==> src/rtl/mbus_pkg.sv <==
package mbus_pkg;

    typedef enum logic [2:0] {
        K_FETCH = 3'd0,
        K_MRD   = 3'd1,
        K_MWR   = 3'd2,
        K_IORD  = 3'd3,
        K_IOWR  = 3'd4,
        K_IDLE  = 3'd5
    } kind_e;

    function automatic logic kind_ok(input logic [2:0] k);
        return k <= 3'd5;
    endfunction

    function automatic logic kind_io(input logic [2:0] k);
        return (k == K_IORD) || (k == K_IOWR);
    endfunction

    function automatic logic kind_rd(input logic [2:0] k);
        return (k == K_FETCH) || (k == K_MRD) || (k == K_IORD);
    endfunction

    function automatic logic kind_wr(input logic [2:0] k);
        return (k == K_MWR) || (k == K_IOWR);
    endfunction

    // number of T-states of a cycle kind
    function automatic logic [2:0] kind_len(input logic [2:0] k, input logic idle_long);
        if (k == K_FETCH) return 3'd4;
        if (k == K_IDLE)  return idle_long ? 3'd3 : 3'd2;
        return 3'd3;
    endfunction

endpackage

==> src/rtl/mbus_ctrl.sv <==
module mbus_ctrl
    import mbus_pkg::*;
#(
    parameter int DW = 8
) (
    input  logic            clk,
    input  logic            rst_n,
    input  logic            req_valid,
    input  logic [2:0]      req_kind,
    input  logic [2*DW-1:0] req_addr,
    input  logic [DW-1:0]   req_wdata,
    input  logic            req_idle_long,
    input  logic [DW-1:0]   ad_i,
    output logic [2:0]      tcnt,
    output logic [2:0]      kind,
    output logic [2*DW-1:0] addr,
    output logic [DW-1:0]   wdata,
    output logic [DW-1:0]   rdata,
    output logic            done
);

    localparam int AW = 2 * DW;

    typedef struct packed {
        logic [2:0]    tcnt;   // 0 = rest, 1..4 = T1..T4
        logic [2:0]    last;
        logic [2:0]    kind;
        logic [AW-1:0] addr;
        logic [DW-1:0] wdata;
        logic [DW-1:0] rdata;
        logic          done;
    } st_t;

    st_t st_q, st_d;

    always_comb begin
        st_d      = st_q;
        st_d.done = 1'b0;
        if (st_q.tcnt == 3'd0) begin
            if (req_valid && kind_ok(req_kind)) begin
                st_d.tcnt  = 3'd1;
                st_d.kind  = req_kind;
                st_d.last  = kind_len(req_kind, req_idle_long);
                st_d.addr  = kind_io(req_kind) ? {req_addr[DW-1:0], req_addr[DW-1:0]} : req_addr;
                st_d.wdata = req_wdata;
            end
        end else begin
            if (st_q.tcnt == 3'd3 && kind_rd(st_q.kind))
                st_d.rdata = ad_i;
            if (st_q.tcnt == st_q.last) begin
                st_d.tcnt = 3'd0;
                st_d.done = 1'b1;
            end else begin
                st_d.tcnt = st_q.tcnt + 3'd1;
            end
        end
    end

    always_ff @(posedge clk) begin
        if (!rst_n) st_q <= '0;
        else        st_q <= st_d;
    end

    assign tcnt  = st_q.tcnt;
    assign kind  = st_q.kind;
    assign addr  = st_q.addr;
    assign wdata = st_q.wdata;
    assign rdata = st_q.rdata;
    assign done  = st_q.done;


    done_pulse_chk: assert property (@(posedge clk) disable iff (!rst_n)
        done |=> !done);


    fetch_only_t4_chk: assert property (@(posedge clk) disable iff (!rst_n)
        (tcnt == 3'd4) |-> (kind == K_FETCH));


    no_restart_chk: assert property (@(posedge clk) disable iff (!rst_n)
        (tcnt != 3'd0 && tcnt != st_q.last) |=> (tcnt == $past(tcnt) + 3'd1));


    wr_keeps_rdata_chk: assert property (@(posedge clk) disable iff (!rst_n)
        (tcnt != 3'd0 && !kind_rd(kind)) |=> $stable(rdata));

endmodule

==> src/rtl/mbus_pins.sv <==
module mbus_pins
    import mbus_pkg::*;
#(
    parameter int DW = 8
) (
    input  logic            clk,
    input  logic            rst_n,
    input  logic [2:0]      tcnt,
    input  logic [2:0]      kind,
    input  logic [2*DW-1:0] addr,
    input  logic [DW-1:0]   wdata,
    output logic [DW-1:0]   a_hi,
    output logic [DW-1:0]   ad_o,
    output logic            ad_oe,
    output logic            ale,
    output logic            rd_n,
    output logic            wr_n,
    output logic            io_sel,
    output logic            st1,
    output logic            st0
);

    localparam int AW = 2 * DW;

    always_comb begin
        a_hi   = '0;
        ad_o   = '0;
        ad_oe  = 1'b0;
        ale    = 1'b0;
        rd_n   = 1'b1;
        wr_n   = 1'b1;
        io_sel = 1'b0;
        st1    = 1'b0;
        st0    = 1'b0;
        if (tcnt != 3'd0) begin
            a_hi   = addr[AW-1:DW];
            io_sel = kind_io(kind);
            st1    = kind_rd(kind);
            st0    = kind_wr(kind) || (kind == K_FETCH);
            case (tcnt)
                3'd1: begin
                    if (kind != K_IDLE) begin
                        ale   = 1'b1;
                        ad_oe = 1'b1;
                        ad_o  = addr[DW-1:0];
                    end
                end
                3'd2, 3'd3: begin
                    if (kind_rd(kind)) begin
                        rd_n = 1'b0;
                    end else if (kind_wr(kind)) begin
                        wr_n  = 1'b0;
                        ad_oe = 1'b1;
                        ad_o  = wdata;
                    end
                end
                default: ;
            endcase
        end
    end


    strobe_excl_chk: assert property (@(posedge clk) disable iff (!rst_n)
        !(!rd_n && !wr_n));


    rd_bus_free_chk: assert property (@(posedge clk) disable iff (!rst_n)
        !rd_n |-> !ad_oe);


    ale_single_chk: assert property (@(posedge clk) disable iff (!rst_n)
        ale |=> !ale);


    rd_after_ale_chk: assert property (@(posedge clk) disable iff (!rst_n)
        $fell(rd_n) |-> $past(ale));

endmodule

==> src/rtl/mbus_seq.sv <==
module mbus_seq
    import mbus_pkg::*;
#(
    parameter int DW = 8
) (
    input  logic            clk,
    input  logic            rst_n,
    input  logic            req_valid,
    input  logic [2:0]      req_kind,
    input  logic [2*DW-1:0] req_addr,
    input  logic [DW-1:0]   req_wdata,
    input  logic            req_idle_long,
    input  logic [DW-1:0]   ad_i,
    output logic [DW-1:0]   a_hi,
    output logic [DW-1:0]   ad_o,
    output logic            ad_oe,
    output logic            ale,
    output logic            rd_n,
    output logic            wr_n,
    output logic            io_sel,
    output logic            st1,
    output logic            st0,
    output logic [DW-1:0]   rdata,
    output logic            done
);

    logic [2:0]      tcnt;
    logic [2:0]      kind;
    logic [2*DW-1:0] addr;
    logic [DW-1:0]   wdata;

    mbus_ctrl #(.DW(DW)) u_ctrl (
        .clk(clk), .rst_n(rst_n),
        .req_valid(req_valid), .req_kind(req_kind), .req_addr(req_addr),
        .req_wdata(req_wdata), .req_idle_long(req_idle_long), .ad_i(ad_i),
        .tcnt(tcnt), .kind(kind), .addr(addr), .wdata(wdata),
        .rdata(rdata), .done(done)
    );

    mbus_pins #(.DW(DW)) u_pins (
        .clk(clk), .rst_n(rst_n),
        .tcnt(tcnt), .kind(kind), .addr(addr), .wdata(wdata),
        .a_hi(a_hi), .ad_o(ad_o), .ad_oe(ad_oe), .ale(ale),
        .rd_n(rd_n), .wr_n(wr_n), .io_sel(io_sel), .st1(st1), .st0(st0)
    );

endmodule

==> config.mk <==
export PLATFORM = sky130hd
export DESIGN_NAME = mbus_seq
export DESIGN_NICKNAME = d
export VERILOG_FILES = /design/src/rtl/mbus_pkg.sv /design/src/rtl/mbus_ctrl.sv /design/src/rtl/mbus_pins.sv /design/src/rtl/mbus_seq.sv
export SDC_FILE = /design/constraint.sdc
export NUM_CORES = 1
export LEC_CHECK = 0
export ABC_AREA = 1
export BUFFER_PORTS_ARGS = -buffer_cell sky130_fd_sc_hd__buf_2
export CAP_MARGIN = 20
export CORE_ASPECT_RATIO = 0.9
export CORE_MARGIN = 3
export CORE_UTILIZATION = 34
export CTS_CLUSTER_DIAMETER = 100
export DETAILED_ROUTE_END_ITERATION = 12
export HOLD_SLACK_MARGIN = 0.15
export SLEW_MARGIN = 5
export SYNTH_ARGS = -nofsm -noshare
export SYNTH_HDL_FRONTEND = slang
export SYNTH_SLANG_ARGS = --single-unit
==> constraint.sdc <==
create_clock -name clk -period 2.31 [get_ports clk]
set_input_delay 0.693 -clock clk [delete_from_list [all_inputs] [get_ports clk]]
set_output_delay 0.693 -clock clk [all_outputs]
set_load 0.005 [all_outputs]
== Word level (Yosys, flattened, before mapping) ==
Index checks and enable logic that the tools add are counted.

* Output and inout bits: 32
* Register bits after elaboration: 42
* Input port bits: 39
* Word-level logic and storage cells: 80

* Muxes and demuxes: 40
* $lt $le $gt $ge: 1
* Bitwise operators: 2
* $add $sub $neg: 1
* Eq/ne operators: 13
* Reduce and logical (&&, ||, !) cells: 16

{| class="wikitable"
|+ Operators with widths
! kind !! number
|-
| $mux W8 || 5
|-
| $mux W33 || 1
|-
| $mux W1 || 25
|-
| $mux W3 || 6
|-
| $mux W16 || 1
|-
| $pmux W8 S2 || 1
|-
| $eq A3 B2 Y1 const B || 5
|-
| $eq A3 B3 Y1 const B || 3
|-
| $logic_not A3 Y1 || 3
|-
| $eq A3 B1 Y1 const B || 2
|-
| $logic_or A1 B1 Y1 || 6
|-
| $reduce_and A2 Y1 || 2
|-
| $reduce_or A2 Y1 || 2
|-
| $add A3 B1 Y3 const B || 1
|-
| $eq A3 B3 Y1 || 1
|-
| $le A3 B3 Y1 const B || 1
|-
| $ne A3 B3 Y1 const B || 1
|-
| $reduce_bool A3 Y1 || 1
|-
| $logic_and A1 B1 Y1 || 2
|-
| $ne A2 B2 Y1 const B || 1
|-
| $not A1 Y1 || 2
|-
| $pmux W1 S2 || 1
|}

== Logic depth before layout (Yosys ltp) ==
* Depth in word-level cells: 11
* Gate-level depth with buffers: 9
* Depth with buffers taken out: 9

== Modules after synthesis ==
From an unflattened synthesis, not the netlist that was laid out.

* Cell total of the unflattened synthesis: 347
* Area, all modules: 2418.6 um^2

{| class="wikitable"
|+ Modules (own cells, without submodules)
! module !! area an instance (um^2) !! cells each !! seq. area each (um^2) !! instances
|-
| mbus_ctrl || 2074.5 || 284 || 840.8 || 1
|-
| mbus_pins || 344.1 || 63 || 0.0 || 1
|}

== Worst setup path after synthesis ==
No wires, ideal clock.

* Kind: flip-flop to output port
* From: register u_ctrl.st_q (netlist bit u_ctrl.tcnt[1])
* To: output ad_o[5]
* Path buffers: 2
* Required time: 1.617 ns
* Cell stages (with the launch flop): 8
* Arrival time: 1.264 ns
* Slack: 0.353 ns
* Cell sequence: dfxtp_1 inv_1 ha_1 inv_2 nor2_4 buf_2 buf_2 a21oi_1

* Word-level cells in the longest chain between the ends: 4
* Elaborated cells on any way between the ends: 7
* Those cells by class: eq/ne: 3; mux: 2; reduce/logical: 2

{| class="wikitable"
|+ Ends and longest elaborated chain
! item !! line !! RTL
|-
| from (decl) || mbus_ctrl.sv:34 || <nowiki>st_t st_q, st_d;</nowiki>
|-
| from (signal assigned) || mbus_ctrl.sv:61 || <nowiki>else st_q <= st_d;</nowiki>
|-
| $eq A3 B2 Y1 || mbus_pins.sv:40 || <nowiki>case (tcnt)</nowiki>
|-
| $reduce_or A2 Y1 || mbus_pins.sv:40 ||
|-
| $pmux W8 S2 || mbus_pins.sv:40 ||
|-
| $mux W8 * || mbus_pins.sv:35 || <nowiki>if (tcnt != 3'd0) begin</nowiki>
|-
| to (decl) || mbus_seq.sv:15 || <nowiki>output logic [DW-1:0] ad_o,</nowiki>
|}

Every way passes the cells marked *; elsewhere a longest branch is shown, timed or not.

== Worst setup path after layout ==
* From: register u_ctrl.st_q (netlist bit u_ctrl.tcnt[1])
* To: output ad_o[3]

The elaborated chain is that of the path after synthesis.

==> flow_metrics.tcl <==
set metrics [dict create \
    status "complete, but fails checks" \
    violations "setup timing" \
    cp-end-kind "primary output" \
    reg2reg_depth 10 \
    rsz0062_at_grt "yes" \
    dr.pass1.iters 4 \
    track_usage_pct 15.8 \
    fin_util_pct 46.6 \
    crit_fanout 8 \
    yosys_register_bits 42 \
    vdd_ir_drop_max_v 0.000254 \
    worst-r2r-setup-slack_ps 290 \
    row_count 26 \
    clk_pin_slew_ps 80 \
    hpwlAfterDp_um 3930 \
    r2r_start "u_ctrl.tcnt[0]" \
    diodes 0 \
    setup_viol_count_final 1 \
    timing_max_transition_violations_final 0 \
    grt_overflow 0 \
    viasPerCell 4.77 \
    grt_max_degree 32 \
    path_cells "inv_2 > ha_1 > inv_1 > nor2_4 > buf_6 > nand3_1 > a21oi_2 > buf_2" \
    regToRegEndpoint "u_ctrl.st_q[36]" \
    insertion_delay_ps 300 \
    tightest_slew_ps 336 \
    n_fill_cell 623 \
    port_buffers 70 \
    root_buffer "clkbuf_8" \
    core_area_um2 5820 \
    syn_nets 352 \
    fin_crit_ps 2310 \
    fmax_ghz 0.433 \
    cp_data_arrival_time_ps 1620 \
    period_share_pct 100 \
    numCtsBuffers 5 \
    fin_ws_ps -0.624 \
    nets 422 \
    synth_cell_types 23 \
    vias 2145 \
    antenna_found_initial 0 \
    syn_inst 309 \
    wl_um 5810 \
    h-tree-depth 2 \
    drc 0 \
    cts.sinks 42 \
    critical_path_depth 8 \
    path_class "flop to primary output" \
    cp_slowest_stage_delay_ps 360 \
    seq_area_frac_synth_pct 39.9 \
    path_buf_inv 4 \
    area_growth_pct 28.9 \
    hp-class "flop to flop" \
    first_global_vias 2009 \
    cellPowerDensity_nw_per_um2 789 \
    p_leak_nw 1.32 \
    cp-endpoint "ad_o[3]" \
    drv_cap 0 \
    fin_hold_ws_ps 483 \
    clk_path_buf_depth 2 \
    cts_tree "built" \
    gp_congestion 0.791 \
    ant_nets 0 \
    yosysWarnings 0 \
    start_util_pct 36.2 \
    synth_area_um2 2110 \
    dieHeight_um 80.7 \
    io_pins 71 \
    hold_violations 0 \
    critPathTopFamily "buffers and inverters" \
    finClkSkew_ps 7.11 \
    worst_setup_path_start_kind "flop" \
    cp-startpoint "u_ctrl.tcnt[1]" \
    cp.required_ps 1620 \
    chipWidth_um 89.0 \
    dr.first_iter.drc_count 81 \
    avgRoutedWirePerCell_um 12.9 \
    syn_area_per_cell_um2 6.81 \
    dieArea_um2 7180 \
    max_slew_margin_pct 77.6 \
    grt_pass1_wl_um 8950 \
    hold_buffers 0 \
    critPathSlowestCell "dfxtp_4" \
    drive_above_1_share_pct 30.3 \
]
placed cells by master, fill, tap and decap left out:
master     Yosys  layout
buf_4         10       6
buf_8          0       2
dfxtp_4        0       2
a21oi_2        1       7
nor3_1         2       2
o21a_1         1       1
inv_2          4       6
clkbuf_8       0       5
clkinv_1       1       1
ha_1           4       3
xnor2_1        1       1
buf_2          3      70
nand3_1       30      29
nor2_4         2       5
nor2_1        67      66
dfxtp_1       42      39
buf_6          2       1
ha_4           0       1
bufinv_16      0       1
clkinv_2       0       2
inv_1         28      26
a21oi_1       22      16
nand2_1       49      48
nand3_2        0       1
o21ai_0       32      32
dfxtp_2        0       1
clkbuf_16      0       1
nand2_2        1       2
and3_1         1       1
nand3_4        2       2
per-layer routing:
layer	vias up	global-route usage (%)	routed length (um)
met5	-	0	0
li1	1118	-	-
met3	2	3.18	380
met2	66	26.0	2670
met1	959	21.3	2730
met4	0	3.57	26
power by group:
part	internal [mW]	total (mW)	switching (mW)
Clock	0.318	0.580	0.262
Sequential	0.817	0.872	0.0547
Combinational	0.286	0.689	0.403
Total	1.42	2.14	0.719
synth_stat cells, drive strengths merged:
master,instances,share of area (%)
dfxtp,42,40
inv,32,5.7
ha,4,2.4
nand3,32,8.8
clkbuf,3,0.53
o21ai,32,7.6
nand2,50,9.0
a21oi,23,5.6
o21a,1,0.36
nor2,70,13
xnor2,1,0.42
clkinv,1,0.18
buf,15,5.3
nor3,2,0.48
and3,1,0.30
sequential cells by signal, indices dropped and copies added (netlist names):
name and count:
u_ctrl.done 1, u_ctrl.rdata 8, u_ctrl.wdata 8, u_ctrl.st_q 3, u_ctrl.kind 3, u_ctrl.addr 16, u_ctrl.tcnt 3
area by class of cell:
cell class / count / area [um^2] / area share (%)
clock inverter: 3 / 40.0 / 1.47
multi-input combinational: 217 / 1080 / 39.9
inverter: 33 / 124 / 4.56
clock buffer: 5 / 68.8 / 2.53
tap: 70 / 87.6 / 3.23
timing repair buffer: 80 / 462 / 17.0
sequential: 42 / 850 / 31.3
worst reg2reg max path, cell delays in order, from the launching register on:
cell and delay (ps):
dfxtp_4 370, inv_2 90, ha_4 160, inv_2 40
nor2_4 240, buf_8 170, buf_4 130, nand3_4 260
nor2_1 300, nand2_1 80, a21oi_1 120
worst min path at each step:
| stage | cells past startpoint | start | endpoint |
|---|---|---|---|
| 2_1_floorplan | 2 | u_ctrl.rdata[0] | u_ctrl.rdata[0] |
| 3_3_place_gp | 2 | u_ctrl.rdata[7] | u_ctrl.rdata[7] |
| 3_5_place_dp | 2 | u_ctrl.rdata[0] | u_ctrl.rdata[0] |
| 4_1_cts | 2 | u_ctrl.st_q[36] | u_ctrl.st_q[36] |
| 5_1_grt | 2 | u_ctrl.st_q[36] | u_ctrl.st_q[36] |
| 6_report | 2 | u_ctrl.rdata[3] | u_ctrl.rdata[3] |
per-stage QoR:
step | total power, mW | cell area [um^2] | instances | TNS, ps | setup slack, ps
after global routing | 2.28 | 2720 | 450 | -440 | -84.8
after global placement | 1.44 | 2460 | 436 | 0 | 256
after CTS | 2.04 | 2580 | 444 | 0 | 1.74
after floorplan | 1.26 | 2110 | 309 | 0 | 353
after detailed placement | 1.45 | 2460 | 436 | 0 | 225
final | 2.14 | 2720 | 450 | -0.624 | -0.624
logic make-up (layout without fill, tap and decap cells):
| family | count (synthesis) | in the layout | synth area share, % |
|---|---|---|---|
| fa+ha+maj | 4 | 4 | 2.38 |
| flops | 42 | 42 | 39.9 |
| simple gates | 155 | 156 | 31.9 |
| compound gates | 56 | 56 | 13.6 |
| buf+inv | 51 | 121 | 11.8 |
| xor+xnor | 1 | 1 | 0.416 |
timing repair:
action | 4_1_cts | 5_1_grt
pin swaps | 0 | 7
endpoints found under the setup margin | 8 | 16
buffers inserted | 0 | 4
cloned | 0 | 2
resized for setup | 6 | 20
Power figures use the tool's default switching activity.
